`config.mk`:
```
export PLATFORM = sky130hd
export DESIGN_NAME = ohr_addsub
export DESIGN_NICKNAME = d
export VERILOG_FILES = /design/src/rtl/ohr_pkg.sv /design/src/rtl/ohr_code_check.sv /design/src/rtl/ohr_rotator.sv /design/src/rtl/ohr_out_stage.sv /design/src/rtl/ohr_addsub.sv
export SDC_FILE = /design/constraint.sdc
export NUM_CORES = 1
export LEC_CHECK = 0
export ABC_AREA = 1
export ABC_CLOCK_PERIOD_IN_PS = 1300
export BUFFER_PORTS_ARGS = -buffer_cell sky130_fd_sc_hd__buf_2
export CORE_MARGIN = 4
export CORE_UTILIZATION = 49
export DETAILED_ROUTE_END_ITERATION = 12
export GPL_TIMING_DRIVEN = 0
export PLACE_DENSITY = 0.74
export SYNTH_ARGS = -nofsm -noshare
export SYNTH_HDL_FRONTEND = slang
export SYNTH_SLANG_ARGS = --single-unit
```
`constraint.sdc`:
```
create_clock -name clk -period 1.3 [get_ports clk]
set_input_delay 0.26 -clock clk [delete_from_list [all_inputs] [get_ports clk]]
set_output_delay 0.26 -clock clk [all_outputs]
set_load 0.03 [all_outputs]
```
`src/rtl/ohr_pkg.sv`:
```
package ohr_pkg;
  typedef enum logic {
    OP_ADD = 1'b0,
    OP_SUB = 1'b1
  } op_e;

  // index of the source line feeding output line k when rotating by j
  function automatic int src_idx(input int k, input int j, input int m, input bit sub);
    if (sub) return (k + j) % m;
    return (k - j + m) % m;
  endfunction
endpackage

```
`src/rtl/ohr_code_check.sv`:
```
module ohr_code_check #(
  parameter int M = 5
) (
  input  logic [M-1:0] code,
  output logic         legal
);
  logic seen_one;
  logic seen_two;

  always_comb begin
    seen_one = 1'b0;
    seen_two = 1'b0;
    for (int i = 0; i < M; i++) begin
      seen_two = seen_two | (seen_one & code[i]);
      seen_one = seen_one | code[i];
    end
    legal = seen_one & ~seen_two;
  end
endmodule

```
`src/rtl/ohr_rotator.sv`:
```
module ohr_rotator
  import ohr_pkg::*;
#(
  parameter int M = 5
) (
  input  logic [M-1:0] vec,
  input  logic [M-1:0] amt,
  input  op_e          op,
  output logic [M-1:0] res
);
  localparam int TERMS = M * M;

  logic [TERMS-1:0] up_t;
  logic [TERMS-1:0] dn_t;

  for (genvar k = 0; k < M; k++) begin : g_line
    for (genvar j = 0; j < M; j++) begin : g_amt
      localparam int UP_SRC = src_idx(k, j, M, 1'b0);
      localparam int DN_SRC = src_idx(k, j, M, 1'b1);
      assign up_t[k*M+j] = amt[j] & vec[UP_SRC];
      assign dn_t[k*M+j] = amt[j] & vec[DN_SRC];
    end
    assign res[k] = (op == OP_SUB) ? |dn_t[k*M +: M] : |up_t[k*M +: M];
  end
endmodule

```
`src/rtl/ohr_out_stage.sv`:
```
module ohr_out_stage #(
  parameter int M       = 5,
  parameter bit REG_OUT = 1'b1
) (
  input  logic         clk,
  input  logic         rst_n,
  input  logic         up_valid,
  output logic         up_ready,
  input  logic [M-1:0] up_res,
  input  logic         up_err,
  output logic         dn_valid,
  input  logic         dn_ready,
  output logic [M-1:0] dn_res,
  output logic         dn_err
);
  if (REG_OUT) begin : g_reg
    logic         full_q;
    logic [M-1:0] res_q;
    logic         err_q;

    assign up_ready = ~full_q | dn_ready;

    always_ff @(posedge clk or negedge rst_n) begin
      if (!rst_n) begin
        full_q <= 1'b0;
        res_q  <= '0;
        err_q  <= 1'b0;
      end else if (up_ready) begin
        full_q <= up_valid;
        if (up_valid) begin
          res_q <= up_res;
          err_q <= up_err;
        end
      end
    end

    assign dn_valid = full_q;
    assign dn_res   = res_q;
    assign dn_err   = err_q;
  end else begin : g_comb
    assign up_ready = dn_ready;
    assign dn_valid = up_valid;
    assign dn_res   = up_res;
    assign dn_err   = up_err;
  end
endmodule

```
`src/rtl/ohr_addsub.sv`:
```
module ohr_addsub
  import ohr_pkg::*;
#(
  parameter int M       = 5,
  parameter bit REG_OUT = 1'b1
) (
  input  logic         clk,
  input  logic         rst_n,
  input  logic         in_valid,
  output logic         in_ready,
  input  logic [M-1:0] in_a,
  input  logic [M-1:0] in_b,
  input  logic         in_sub,
  output logic         out_valid,
  input  logic         out_ready,
  output logic [M-1:0] out_res,
  output logic         out_err
);
  logic         a_legal;
  logic         b_legal;
  logic         bad;
  logic [M-1:0] rot;
  logic [M-1:0] masked;
  op_e          op;

  assign op = op_e'(in_sub);

  ohr_code_check #(.M(M)) chk_a_i (.code(in_a), .legal(a_legal));
  ohr_code_check #(.M(M)) chk_b_i (.code(in_b), .legal(b_legal));

  ohr_rotator #(.M(M)) rot_i (
    .vec(in_a),
    .amt(in_b),
    .op (op),
    .res(rot)
  );

  assign bad    = ~(a_legal & b_legal);
  assign masked = bad ? '0 : rot;

  ohr_out_stage #(.M(M), .REG_OUT(REG_OUT)) stage_i (
    .clk     (clk),
    .rst_n   (rst_n),
    .up_valid(in_valid),
    .up_ready(in_ready),
    .up_res  (masked),
    .up_err  (bad),
    .dn_valid(out_valid),
    .dn_ready(out_ready),
    .dn_res  (out_res),
    .dn_err  (out_err)
  );
endmodule

```
==> results.txt <==
The critical path is of the register to primary output type. The max-slew violation total from the final report came out at 0. The upper clock frequency limit is 830 MHz.

The arrival time at the worst endpoint is 0.95 ns. At the pin with the least slew margin, the transition time is 0.227 ns. The aggregate global routing overflow came out at 0. The count of max-cap constraint violations came out at 0. The number of post-CTS setup repair buffers is 0. The clock latency on the worst-skew pair came out at 0.25 ns. The initial detailed-routing violation count is 43.

Leaving out fill and tap cells, the most frequent cells in the layout are 62 x sky130_fd_sc_hd__nand2_1, 18 x sky130_fd_sc_hd__buf_2, 13 x sky130_fd_sc_hd__inv_1, 12 x sky130_fd_sc_hd__nand3_1, 8 x sky130_fd_sc_hd__nand4_1. The DRC violation count after routing is 0. The routed wire length is 2020 um. The post-synthesis cell count came out at 127. The portion of synthesized cell area occupied by the leading cell type is 31.5%. The number of failing setup endpoints in the final timing report came out at 0. In this run the static leakage power is 0.556 nW. The antenna diode count is 0. The portion of netlist area occupied by mux cells is 0%. The number of rows created at floorplan is 13. The signal on the critical path passes through nand2_4, buf_2. In this run the number of H-tree levels came out at 1. The number of hold violations in the final report is 0. The first global-routing pass estimated 3220 um of wire. Yosys attributes the largest share of cell area to sky130_fd_sc_hd__nand2_1 32%, sky130_fd_sc_hd__dfrtp_1 23%, sky130_fd_sc_hd__nand3_1 8.0%, sky130_fd_sc_hd__nand4_1 6.7%, sky130_fd_sc_hd__inv_1 6.5%. The effective utilization at floorplan came out at 54.9%.

The clock passes through at most 2 buffers. The largest net degree at the start of global routing came out at 10. The clock-pin slew on the worst setup and hold paths came out at 0.05 ns.

A synthesized cell averages 5.91 um^2. The clock buffer count from CTS is 3. The antenna violation net count after detailed routing came out at 0.

The worst pin sits at a relative slew slack of 84.8%. The number of fill cells in the layout came out at 140. The largest individual stage delay along the critical path comes from the cell sky130_fd_sc_hd__dfrtp_2.

The overall die width came out at 47.1 um. The combinational family with the most area after synthesis is simple AND/OR/NAND/NOR gates. The floorplan die height is 47.1 um. The required time of the critical path came out at 1.04 ns. The post-route clock skew came out at 0.00542 ns.

The final-layout setup total negative slack is 0 ns. The area occupied by multi-input gates is 497 um^2. The congestion estimate from routability-driven global placement came to 0.976. The biggest cell delay along the critical path is 0.41 ns.

The count of buffers added on input and output ports is 18. The power per standard cell area came out at 888 nW/um^2. The endpoint type of the worst setup path is a primary output. Summing the areas of all xor and xnor instances in the mapped netlist gives 0% of the synthesized area. Summed over all instances, the cell type with the most area after synthesis is sky130_fd_sc_hd__nand2_1. Summing all flip-flop and latch instances after layout gives 176 um^2. Setup repair after global routing left no endpoint under its margin. The total global-route track usage came out at 20.7%. The Yosys step of the flow raised 0 warnings. The tree built by TritonCTS fans out to 7 sinks. The sort of element at the start of the critical path is a register.

The sequential-to-total area share from yosys stat is 23.3%. The via count of the first global-routing pass came out at 784. The overall die area is 2220 um^2. Across all layers, the routed design uses 879 vias.

The clock tree root driver cell is sky130_fd_sc_hd__clkbuf_4. The via-per-instance ratio came out at 5.33. Before antenna repair, the detailed router went through 4 iterations. The unique cell type count in the Yosys netlist came out at 16. TritonCTS built the clock tree. Of all nets on the critical path, the largest fanout is 3. Dividing the final minimum period by the clock period gives 92.7%. The initial antenna violation count is 0. The run finished with clean final reports. The final worst setup slack came out at 0.0947 ns. The cell area after synthesis is 751 um^2.

The reg2reg setup slack came out at 0.10 ns. Leaving out fill and tap cells, the most frequent cell in the layout is sky130_fd_sc_hd__nand2_1. Once detailed placement completed, the half-perimeter wirelength came to 1640 um.

For this run, the post-layout net count is 166. The growth of design area from synthesis to finish came out at 20.5%. The worst-case vdd ir drop came out at 0.000745 V. Synthesis produced a netlist with a net count of 142. The tightest min-delay check is of the input pin to register type. 23 I/O pins were placed.

The post-synthesis share of cell area spent on and, or, nand and nor gates came out at 60.5%. Dividing the detail-routed wire length by the instance count gives 12.2 um. The post-placement setup slack came out at 0.0442 ns. The share of synthesized cell area in full adder, half adder and majority cells came out at 0%. The post-layout minimum cycle time is 1.21 ns. Summing the areas of all compound-gate instances in the mapped netlist gives 4.67% of the synthesized area. The post-route netlist has 24.0% of its cells at a drive strength greater than 1. The core region is 1370 um^2. In this run, synthesis produced a sequential element count of 7.
-- critical path, delay by kind of cell (launching register included) --
kind / cells / cell delay (ns)
buffers and inverters: 1 / 0.20
flip-flops: 1 / 0.41
AND/OR/NAND/NOR: 1 / 0.09
-- metrics by stage --
step | hold slack [ns] | total power, W | utilization, % | instances | cell area, um^2
finish | 0.297 | 0.000803 | 66.2 | 165 | 905
floorplan | -0.0356 | 0.000506 | - | 127 | 759
global route | 0.309 | 0.000859 | 66.2 | 165 | 905
detailed placement | 0.105 | 0.000608 | 63.6 | 160 | 868
CTS | 0.299 | 0.000808 | 66.2 | 165 | 905
global placement | 0.0970 | 0.000602 | 63.6 | 160 | 868
-- synthesized netlist by cell type --
master and number:
sky130_fd_sc_hd__dfrtp_1 7, sky130_fd_sc_hd__buf_6 2, sky130_fd_sc_hd__nand4_1 8, sky130_fd_sc_hd__nor2_8 2, sky130_fd_sc_hd__nand2_2 1, sky130_fd_sc_hd__nor2_1 4, sky130_fd_sc_hd__nand2_4 1, sky130_fd_sc_hd__nand3_1 12
sky130_fd_sc_hd__inv_1 13, sky130_fd_sc_hd__or2_2 3, sky130_fd_sc_hd__a21oi_1 6, sky130_fd_sc_hd__nand3_2 1, sky130_fd_sc_hd__buf_4 2, sky130_fd_sc_hd__o21ai_0 1, sky130_fd_sc_hd__nand2_1 63, sky130_fd_sc_hd__nor2_2 1
-- repair_timing --
| action | in CTS | in global routing |
|---|---|---|
| resized for setup | 0 | 0 |
| hold buffers | 1 | 0 |
| endpoints found under the hold margin | 7 | 0 |
| setup endpoints to repair | 0 | 0 |
-- cells by family (layout without fill, tap and decap cells) --
group,Yosys count,after routing
AO/OA/AOI/OAI,7,7
buffers and inverters,17,40
flip-flops,7,7
AND/OR/NAND/NOR,96,96
-- layout make-up --
type	count	share of cell area (%)
Multi-Input combinational cell	103	54.9
Sequential cell	7	19.5
Timing Repair Buffer	19	11.1
Inverter	13	5.39
Buffer	4	4.15
Clock buffer	4	2.90
Tap cell	15	2.07
-- metal layers --
metal / global-route usage (%) / wire length (um)
met1: 25.6 / 863
met2: 36.3 / 989
met3: 5.75 / 167
met4: 3.31 / 0
met5: 0 / 0
-- report_power, final --
| group | switching, W | total, W | leakage, nW | internal, W |
|---|---|---|---|---|
| sequential | 0.0000135 | 0.000261 | 0.0850 | 0.000248 |
| combinational | 0.000229 | 0.000346 | 0.456 | 0.000117 |
| clock | 0.0000790 | 0.000196 | 0.0150 | 0.000117 |
-- sequential cells by signal, summed over array words and instances (netlist names) --
| signal | cells |
|---|---|
| stage_i.dn_res | 5 |
| stage_i.dn_err | 1 |
| stage_i.dn_valid | 1 |
-- worst paths after layout --
path,from,endpoint,depth (start not counted)
max,stage_i.dn_valid,in_ready,2
min,out_ready,stage_i.dn_valid,4
max reg2reg,stage_i.dn_valid,stage_i.dn_res[4],6
min reg2reg,stage_i.dn_err,stage_i.dn_err,2
max in group asynchronous,rst_n,stage_i.dn_valid,2
min in group asynchronous,rst_n,stage_i.dn_res[2],2
(Power assumes the default switching activity.)
